--- src/rtl/reset_sequencer.sv ---
module reset_sequencer #(
  parameter int PHY_HOLD    = 17,
  parameter int LOCK_CYCLES = 20,
  parameter int INIT_AW     = 15
) (
  input  logic               clk,
  input  logic               rst_n_in,
  input  logic               tx_clk_i,
  input  logic               serr_req,
  output logic               tx_clk_o,
  output logic               core_rst_n,
  output logic               phy_rst_n,
  output logic               serr_oe,
  output logic               lock_busy,
  output logic               init_busy,
  output logic               init_we,
  output logic [INIT_AW-1:0] init_addr,
  output logic               init_done
);

  localparam int PW = $clog2(PHY_HOLD + 1);
  localparam int LW = $clog2(LOCK_CYCLES + 1);
  localparam logic [INIT_AW-1:0] INIT_LAST = {INIT_AW{1'b1}};
  localparam logic [PW-1:0] PHY_LOAD = PW'(PHY_HOLD - 1);
  localparam logic [LW-1:0] LOCK_LAST = LW'(LOCK_CYCLES - 1);

  typedef enum logic [1:0] {S_LOCK, S_INIT, S_READY} seq_t;

  logic sync1, sync2;
  always_ff @(posedge clk) begin
    sync1 <= rst_n_in;
    sync2 <= rst_n_in & sync1;
  end
  assign core_rst_n = sync2;

  logic          last_hi;
  logic [PW-1:0] phy_cnt;
  logic          fall_now;
  assign fall_now = !rst_n_in && last_hi;

  always_ff @(posedge clk) begin
    last_hi <= rst_n_in;
    if (fall_now)
      phy_cnt <= PHY_LOAD;
    else if (phy_cnt != '0)
      phy_cnt <= phy_cnt - 1'b1;
  end
  assign phy_rst_n = !(fall_now || (phy_cnt != '0));

  seq_t               st;
  logic [LW-1:0]      lock_cnt;
  logic [INIT_AW-1:0] addr;
  logic               hold;
  assign hold = !rst_n_in || !sync2;

  always_ff @(posedge clk) begin
    if (hold) begin
      st       <= S_LOCK;
      lock_cnt <= '0;
      addr     <= '0;
    end else begin
      case (st)
        S_LOCK:
          if (lock_cnt == LOCK_LAST) st <= S_INIT;
          else lock_cnt <= lock_cnt + 1'b1;
        S_INIT: begin
          addr <= addr + 1'b1;
          if (addr == INIT_LAST) st <= S_READY;
        end
        default: st <= S_READY;
      endcase
    end
  end

  assign lock_busy = core_rst_n && (st == S_LOCK);
  assign init_busy = core_rst_n && (st == S_INIT);
  assign init_done = core_rst_n && (st == S_READY);
  assign init_we   = init_busy;
  assign init_addr = addr;
  assign serr_oe   = core_rst_n && serr_req;
  assign tx_clk_o  = tx_clk_i;

  logic        armed = 1'b0;
  logic [31:0] phy_low_run = '0;
  logic [31:0] lock_run = '0;
  always_ff @(posedge clk) begin
    armed       <= armed | !rst_n_in;
    phy_low_run <= phy_rst_n ? 32'd0 : phy_low_run + 32'd1;
    lock_run    <= lock_busy ? lock_run + 32'd1 : 32'd0;
  end

  p_serr_quiet_r6: assert property (@(posedge clk) disable iff (!armed)
    !rst_n_in |=> !serr_oe);

  p_phy_width_r4: assert property (@(posedge clk) disable iff (!armed)
    $rose(phy_rst_n) |-> (phy_low_run >= 32'(PHY_HOLD)));

  p_lock_len_r8: assert property (@(posedge clk) disable iff (!armed || !core_rst_n)
    $fell(lock_busy) |-> (lock_run == 32'(LOCK_CYCLES)));

  p_addr_step_r9: assert property (@(posedge clk) disable iff (!armed || !core_rst_n)
    (init_busy && $past(init_busy)) |-> (init_addr == $past(init_addr) + 1'b1));

  p_done_sticky_r10: assert property (@(posedge clk) disable iff (!armed || !core_rst_n)
    $past(init_done) |-> init_done);

  p_one_phase_r10: assert property (@(posedge clk) disable iff (!armed)
    $onehot0({lock_busy, init_busy, init_done}));

endmodule

--- config.mk ---
export PLATFORM = sky130hd
export DESIGN_NAME = reset_sequencer
export DESIGN_NICKNAME = d
export VERILOG_FILES = /design/src/rtl/reset_sequencer.sv
export SDC_FILE = /design/constraint.sdc
export NUM_CORES = 1
export LEC_CHECK = 0
export ABC_AREA = 1
export BUFFER_PORTS_ARGS = -buffer_cell sky130_fd_sc_hd__buf_4
export CAP_MARGIN = 20
export CORE_MARGIN = 3
export CORE_UTILIZATION = 54
export CTS_CLUSTER_DIAMETER = 50
export CTS_CLUSTER_SIZE = 25
export DETAILED_ROUTE_END_ITERATION = 6
export PLACE_DENSITY = 0.78
export SLEW_MARGIN = 20
export SYNTH_ARGS = -nofsm -noshare
export SYNTH_HDL_FRONTEND = slang
export SYNTH_SLANG_ARGS = --single-unit
--- constraint.sdc ---
create_clock -name clk -period 1.37 [get_ports clk]
set_input_delay 0.0685 -clock clk [delete_from_list [all_inputs] [get_ports clk]]
set_output_delay 0.0685 -clock clk [all_outputs]
set_load 0.005 [all_outputs]
==> results of run 1 <==
[cells by family after synthesis]
logic type,synth area share [%]
flip-flops,41.17
AND/OR/NAND/NOR,34.61
adder cells (fa/ha/maj),3.549
buffers and inverters,8.518
XOR/XNOR,2.485
AO/OA/AOI/OAI,9.672
[how the worst max path moves through the flow]
stage / start / to / slack, ns / cells past startpoint
after detailed placement: init_addr[1]$_SDFFE_PP0N_ / init_addr[14]$_SDFFE_PP0N_ / 0.06 / 8
after global placement: init_addr[0]$_SDFFE_PP0N_ / init_addr[14]$_SDFFE_PP0N_ / 0.13 / 8
after global routing: init_addr[1]$_SDFFE_PP0N_ / init_addr[13]$_SDFFE_PP0N_ / -0.04 / 8
after floorplan: init_addr[0]$_SDFFE_PP0N_ / init_addr[14]$_SDFFE_PP0N_ / 0.06 / 8
final: init_addr[1]$_SDFFE_PP0N_ / init_addr[13]$_SDFFE_PP0N_ / 0.03 / 8
after CTS: init_addr[1]$_SDFFE_PP0N_ / init_addr[14]$_SDFFE_PP0N_ / 0.01 / 8
[final cells by class]
class	count	share of cell area (%)
clock buffers	7	3.621
inverters	26	5.432
clock inverters	1	0.2786
well taps	28	1.950
repair buffers	36	15.18
flip-flops and latches	29	32.52
multi-input cells	136	41.02
[through the flow]
| step | hold WS [ns] | instances | total power, mW |
|---|---|---|---|
| global route | 0.1370 | 263 | 2.100 |
| finish | 0.1370 | 263 | 1.986 |
| global placement | 0.1371 | 250 | 1.277 |
| floorplan | 0.09622 | 194 | 1.222 |
| CTS | 0.1371 | 260 | 1.909 |
| detailed placement | 0.1371 | 250 | 1.299 |
[flip-flops by register name, indices dropped and copies added, names as in the netlist]
register,cells
core_rst_n,1
init_addr,15
last_hi,1
lock_cnt,5
phy_cnt,5
st,2
[layout by cell type, fill, tap and decap left out, drive strengths merged]
master / netlist / final
nand2: 40 / 40
nor2: 36 / 36
buf: 3 / 35
dfxtp: 29 / 29
inv: 26 / 26
a21oi: 14 / 14
nand3: 12 / 12
o21ai: 11 / 11
nor3: 9 / 9
clkbuf: 0 / 7
nand4: 4 / 4
ha: 4 / 4
xnor2: 2 / 2
xor2: 2 / 2
nand3b: 1 / 1
o21a: 1 / 1
clkinv: 0 / 1
dlygate4sd3: 0 / 1
[metal layers]
metal | part of all wire, % | track usage [%] | up-vias
met5 | 0 | 0 | -
met4 | 2.1 | 7.616 | 0
met3 | 7.4 | 7.919 | 10
met2 | 49 | 35.40 | 56
met1 | 42 | 22.24 | 608
li1 | - | - | 699
[power groups by stage]
stage	combinational [mW]	clock (mW)	sequential [mW]
2_1_floorplan	0.234	0	0.988
3_3_place_gp	0.281	0	0.996
3_5_place_dp	0.302	0	0.997
4_1_cts	0.324	0.606	0.979
5_1_grt	0.455	0.647	0.999
6_report	0.397	0.599	0.990
[repair_timing]
| item | CTS | global route |
|---|---|---|
| hold buffers | 1 | 0 |
| endpoints found under the hold margin | 2 | 0 |
| gates resized for setup | 1 | 11 |
| setup endpoints to repair | 1 | 9 |
| pin swaps | 1 | 1 |
| buffers inserted | 1 | 3 |
==> metrics.md, run 1 <==
| Metric | Value |
|---|---|
| Power Dens Cells | `1106 nW/µm²` |
| Leakage | `0.7435 nW` |
| Vias in the first global route | `1279` |
| Drt drc | `0` |
| Die area | `3260 µm²` |
| Crit end category | `flip-flop` |
| DP HPWL | `2308 µm` |
| Pre-antenna DRT Iters | `7` |
| Via-per-instance ratio | `5.221` |
| Minimum clock period | `1.344 ns` |
| Total global routing overflow | `0` |
| Area after DPL | `1655 µm²` |
| Flop pwr share | `49.9%` |
| Area growth syn-to-layout | `27.42%` |
| Area contributors post-synth | `dfxtp_1 41%, nand2_1 9.8%, nor2_1 8.0%` |
| Routed vias | `1373` |
| Cell count of the worst reg-to-reg path | `8` |
| RePlAce Congestion | `0.7890` |
| Most frequent CP cell | `nand2_1` |
| Antenna violations before repair | `0` |
| Worst slew pin tran | `0.3237 ns` |
| Num CTS Buffers | `5` |
| Seq/Total Area, Yosys | `41.17%` |
| Footprint of the multi-input gates | `737.0 µm²` |
| Post-synth cell types | `23` |
| Final Slew Violations | `0` |
| Critical Path Source Type | `flip-flop` |
| H-tree depth | `2` |
| Net Switching | `0.5455 mW` |
| Ys Warns | `0` |
| WL final | `3328 µm` |
| Sum of negative setup slack | `0 ns` |
| Synthesized area | `1410 µm²` |
| Dpl ws | `0.06188 ns` |
| Peak Freq | `743.9 MHz` |
| Cell Chain, Critical Path | `buf_4 > nand2_1 > nor2_1 > nand2_1 > nor2_2 > nand3_1 > nand2_1 > nor2_1` |
| Die width | `57.10 µm` |
| RR Endpoint | `init_addr[13]$_SDFFE_PP0N_` |
| Synthesized instance count | `194` |
| Worst-path clk slew | `0.09 ns` |
| Final hold viol count | `0` |
| Asr flop ratio synth | `0%` |
| Worst path bufs/invs | `1` |
| Hold Crit Endpoint | `tx_clk_o` |
| RSZ-0062 raised after global routing | `true` |
| Hold path start | `tx_clk_i` |
| # diodes | `0` |
| Clk network pwr share | `30.2%` |
| Final worst path period share | `98.13%` |
| R2R Setup Slk | `0.03 ns` |
| Layout cell share with drive strength beyond 1 | `28.09%` |
| Row count | `17` |
| Crit path max fanout | `3` |
| CTS tree | `yes` |
| Port Buffers | `24` |
| Commonest cells post-synth | `37 x nand2_1, 30 x nor2_1, 29 x dfxtp_1` |
| Req. time, crit path | `1.60 ns` |
| Pin count of the biggest net entering global routing | `11` |
| Final setup viols | `0` |
| Chip height | `57.10 µm` |
| Nets | `242` |
| Clk_skew | `0.007091 ns` |
| Largest area contributor in the netlist | `dfxtp_1` |
| Io pins | `27` |
| WL/cell | `12.65 µm` |
| Max-cap viol count | `0` |
| Crit Path Class | `reg -> reg` |
| Outcome | `complete, no violations` |
| Max incr delay on CP | `0.41 ns` |
| Clock tree buffer depth | `2` |
| Worst skew pair latency | `0.33 ns` |
| CP top delay family | `simple AND/OR/NAND/NOR gates` |
| Slew HR | `78.26%` |
| Most frequent cell after synthesis | `nand2_1` |
| Root buffer cell | `clkbuf_4` |
| GRT Overall Usage | `20.33%` |
| First-pass GRT wire length | `5223 µm` |
| Crit path DAT | `1.58 ns` |
| Core area | `2340 µm²` |
| Synth top area share | `41.17%` |
| Syn_area_per_cell | `7.269 µm²` |
| DRT iter0 DRCs | `51` |
| Remaining antenna violation count | `0` |
| EDFF count, synth | `0` |
| Starting Density | `60.27%` |
| Final instance area | `1797 µm²` |
| Comb power frac | `20.0%` |
| Syn nets | `202` |
| Worst setup margin | `0.02567 ns` |
| P_int | `1.441 mW` |
| Worst vdd ir | `1.131 mV` |
| Reg2Reg Launch Point | `init_addr[1]$_SDFFE_PP0N_` |
| Worst hold stages | `0` |
| Clk sinks | `29` |
| Final Util | `76.79%` |
| Storage element area | `584.3 µm²` |
| CP max stage cell | `dfxtp_1` |
| Hold WC Path Type | `in -> out` |
| Net Sw Frac | `27.46%` |
| Fillcell total | `183` |
| Seq cells post-synth | `29` |
| Most used DFF post-synth | `dfxtp_1` |
(Power assumes the default switching activity.)
==> inputs of run 2 (changes only) <==
--- a/config.mk
+++ b/config.mk
@@ -13,6 +13,7 @@
 export CTS_CLUSTER_DIAMETER = 50
 export CTS_CLUSTER_SIZE = 25
 export DETAILED_ROUTE_END_ITERATION = 6
+export GPL_ROUTABILITY_DRIVEN = 0
 export PLACE_DENSITY = 0.78
 export SLEW_MARGIN = 20
 export SYNTH_ARGS = -nofsm -noshare
==> constraint.sdc (replaced) <==
create_clock -name clk -period 1.45 [get_ports clk]
set_input_delay 0.0725 -clock clk [delete_from_list [all_inputs] [get_ports clk]]
set_output_delay 0.0725 -clock clk [all_outputs]
set_load 0.005 [all_outputs]
==> run 2 against run 1 <==
Compared with the run above:
- count of clock-buffer cells in the layout grew 1
- die area unchanged
- register-to-register slack improved by 0.10 ns
- cell area down 5.4%
- sequential share of layout area increased by 1.8 points
- setup slack gained 0.045 ns
- wire length decreased by 9.1%
- sequential cell count did not move
==> metrics.md, run 2 (synthesis results as in run 1) <==
| Metric | Value |
|---|---|
| Crit end category | `output pin` |
| CP top delay family | `flip-flops` |
| Routed vias | `1356 (-1.2%)` |
| Max FFs per register | `15 (unchanged)` |
| Num CTS Buffers | `5 (unchanged)` |
| Clock tree buffer depth | `2 (unchanged)` |
| Net Switching | `0.4820 mW (-12%)` |
| Fillcell total | `198 (+8.2%)` |
| Area growth syn-to-layout | `20.50%` |
| WL/cell | `11.81 µm (-6.7%)` |
| Pin count of the biggest net entering global routing | `11 (unchanged)` |
| Final instance area | `1699 µm² (-5.4%)` |
| Max-cap viol count | `0 (unchanged)` |
| Final hold viol count | `0 (unchanged)` |
| Worst-path clk slew | `0.08 ns (about the same)` |
| Clk sinks | `29 (unchanged)` |
| Root buffer cell | `clkbuf_4` |
| Antenna violations before repair | `0 (unchanged)` |
| Final Slew Violations | `0 (unchanged)` |
| P_int | `1.208 mW (-16%)` |
| Postcts setup bufs | `0 (-1)` |
| Clk_skew | `0.007133 ns (+0.00004172 ns)` |
| H-tree depth | `2 (unchanged)` |
| Final worst path period share | `95.11%` |
| Crit path DAT | `1.31 ns (-0.27 ns)` |
| Critical Path Source Type | `flip-flop` |
| Io pins | `27 (unchanged)` |
| Sum of negative setup slack | `0 ns (unchanged)` |
| Power Dens Cells | `994.3 nW/µm² (-10%)` |
| Core area | `2340 µm² (unchanged)` |
| Slew HR | `80.70% (+2.4 points)` |
| GRT Overall Usage | `19.90% (-0.43 points)` |
| Area after DPL | `1633 µm² (-1.4%)` |
| Clk network pwr share | `27.0% (-3.2 points)` |
| WL final | `3024 µm (-9.1%)` |
| Post-route non-filler standard cell count | `256 (-2.7%)` |
| Crit path max fanout | `4 (+1)` |
| Die width | `57.10 µm (unchanged)` |
| Commonest non-fill, non-tap cell in the layout | `nand2_1` |
| RSZ-0062 raised after global routing | `true` |
| Worst skew pair latency | `0.32 ns (about the same)` |
| Row count | `17 (unchanged)` |
| Via-per-instance ratio | `5.297 (+1.5%)` |
| # diodes | `0 (unchanged)` |
| Cell Chain, Critical Path | `inv_1 > ha_1 > nand3b_1 > nor2_2 > buf_4` |
| Net Sw Frac | `28.53% (+1.1 points)` |
| Nets | `235 (-2.9%)` |
| Remaining antenna violation count | `0 (unchanged)` |
| Comb power frac | `17.8% (-2.2 points)` |
| Outcome | `complete, no violations` |
| Final setup viols | `0 (unchanged)` |
| DRT iter0 DRCs | `49 (-3.9%)` |
| Total global routing overflow | `0 (unchanged)` |
| Cells after DPL | `247 (-1.2%)` |
| Starting Density | `60.27% (unchanged)` |
| Leakage | `0.6964 nW (-6.3%)` |
| Hold WC Path Type | `in -> out` |
| Worst slew pin tran | `0.2885 ns (-0.03518 ns)` |
| Port Buffers | `24 (unchanged)` |
| Peak Freq | `725.1 MHz` |
| Worst vdd ir | `1.037 mV (-8.3%)` |
| CP max stage cell | `dfxtp_1` |
| Most frequent cells in the layout | `37 x nand2_1, 29 x nor2_1, 28 x buf_4` |
| Minimum clock period | `1.379 ns` |
| Die area | `3260 µm² (unchanged)` |
| Pre-antenna DRT Iters | `4 (-3)` |
| Vias in the first global route | `1255 (-1.9%)` |
| CTS tree | `yes` |
| Layout cell share with drive strength beyond 1 | `21.93% (-6.2 points)` |
| Drt drc | `0 (unchanged)` |
| Chip height | `57.10 µm (unchanged)` |
| DP HPWL | `2331 µm (+1.0%)` |
| Flop pwr share | `55.2% (+5.3 points)` |
| Crit Path Class | `reg -> out` |
| First-pass GRT wire length | `5147 µm (-1.5%)` |
| Max incr delay on CP | `0.34 ns (-0.07 ns)` |
| Req. time, crit path | `1.38 ns (-0.22 ns)` |
| Worst path bufs/invs | `2 (+1)` |
## run 2: per-layer routing
layer | global-route usage [%] | vias up | share of wire [%]
li1 | - | 681 | -
met1 | 24.58 | 621 | 47
met2 | 32.79 | 48 | 46
met3 | 4.751 | 6 | 5.3
met4 | 8.940 | 0 | 1.5
met5 | 0 | - | 0
## run 2: stage by stage
| stage | power (mW) | util, % | setup WS, ns | hold WS (ns) |
|---|---|---|---|---|
| finish | 1.689 | 72.62 | 0.07085 | 0.1450 |
| global route | 1.785 | 72.62 | -0.01710 | 0.1450 |
| CTS | 1.697 | 72.30 | 0.01336 | 0.1451 |
| detailed placement | 1.246 | 69.79 | 0.09414 | 0.1451 |
| global placement | 1.206 | 69.79 | 0.1564 | 0.1451 |
| floorplan | 1.155 | - | 0.1424 | 0.1002 |
## run 2: power groups by stage
stage	registers [mW]	logic [mW]	clock network, mW
global placement	0.941	0.264	0
global route	0.940	0.346	0.498
floorplan	0.934	0.221	0
CTS	0.932	0.300	0.465
detailed placement	0.949	0.297	0
finish	0.933	0.301	0.455
## run 2: final cells by class
cell class / instances / area [µm²] / share of cell area (%)
clock buffer: 8 / 48.80 / 2.872
inverter: 26 / 97.59 / 5.744
multi-input combinational: 136 / 714.4 / 42.05
sequential: 29 / 583.1 / 34.32
tap: 28 / 35.03 / 2.062
timing repair buffer: 29 / 220.2 / 12.96
## run 2: path summary, 6_finish.rpt
path | startpoint | endpoint | cells after the start | slack [ns]
hold reg to reg | last_hi$_DFF_P_ | core_rst_n$_DFF_P_ | 2 | 0.46
setup reg to reg | init_addr[1]$_SDFFE_PP0N_ | init_addr[14]$_SDFFE_PP0N_ | 8 | 0.13
hold / removal | tx_clk_i | tx_clk_o | 0 | 0.15
setup / recovery | phy_cnt[0]$_SDFFE_PN0P_ | phy_rst_n | 5 | 0.07
## run 2: timing repair
item                                    CTS  global route
endpoints found under the hold margin     2             0
endpoints found under the setup margin    0             8
hold buffers                              1             0
gates resized for setup                   0             4
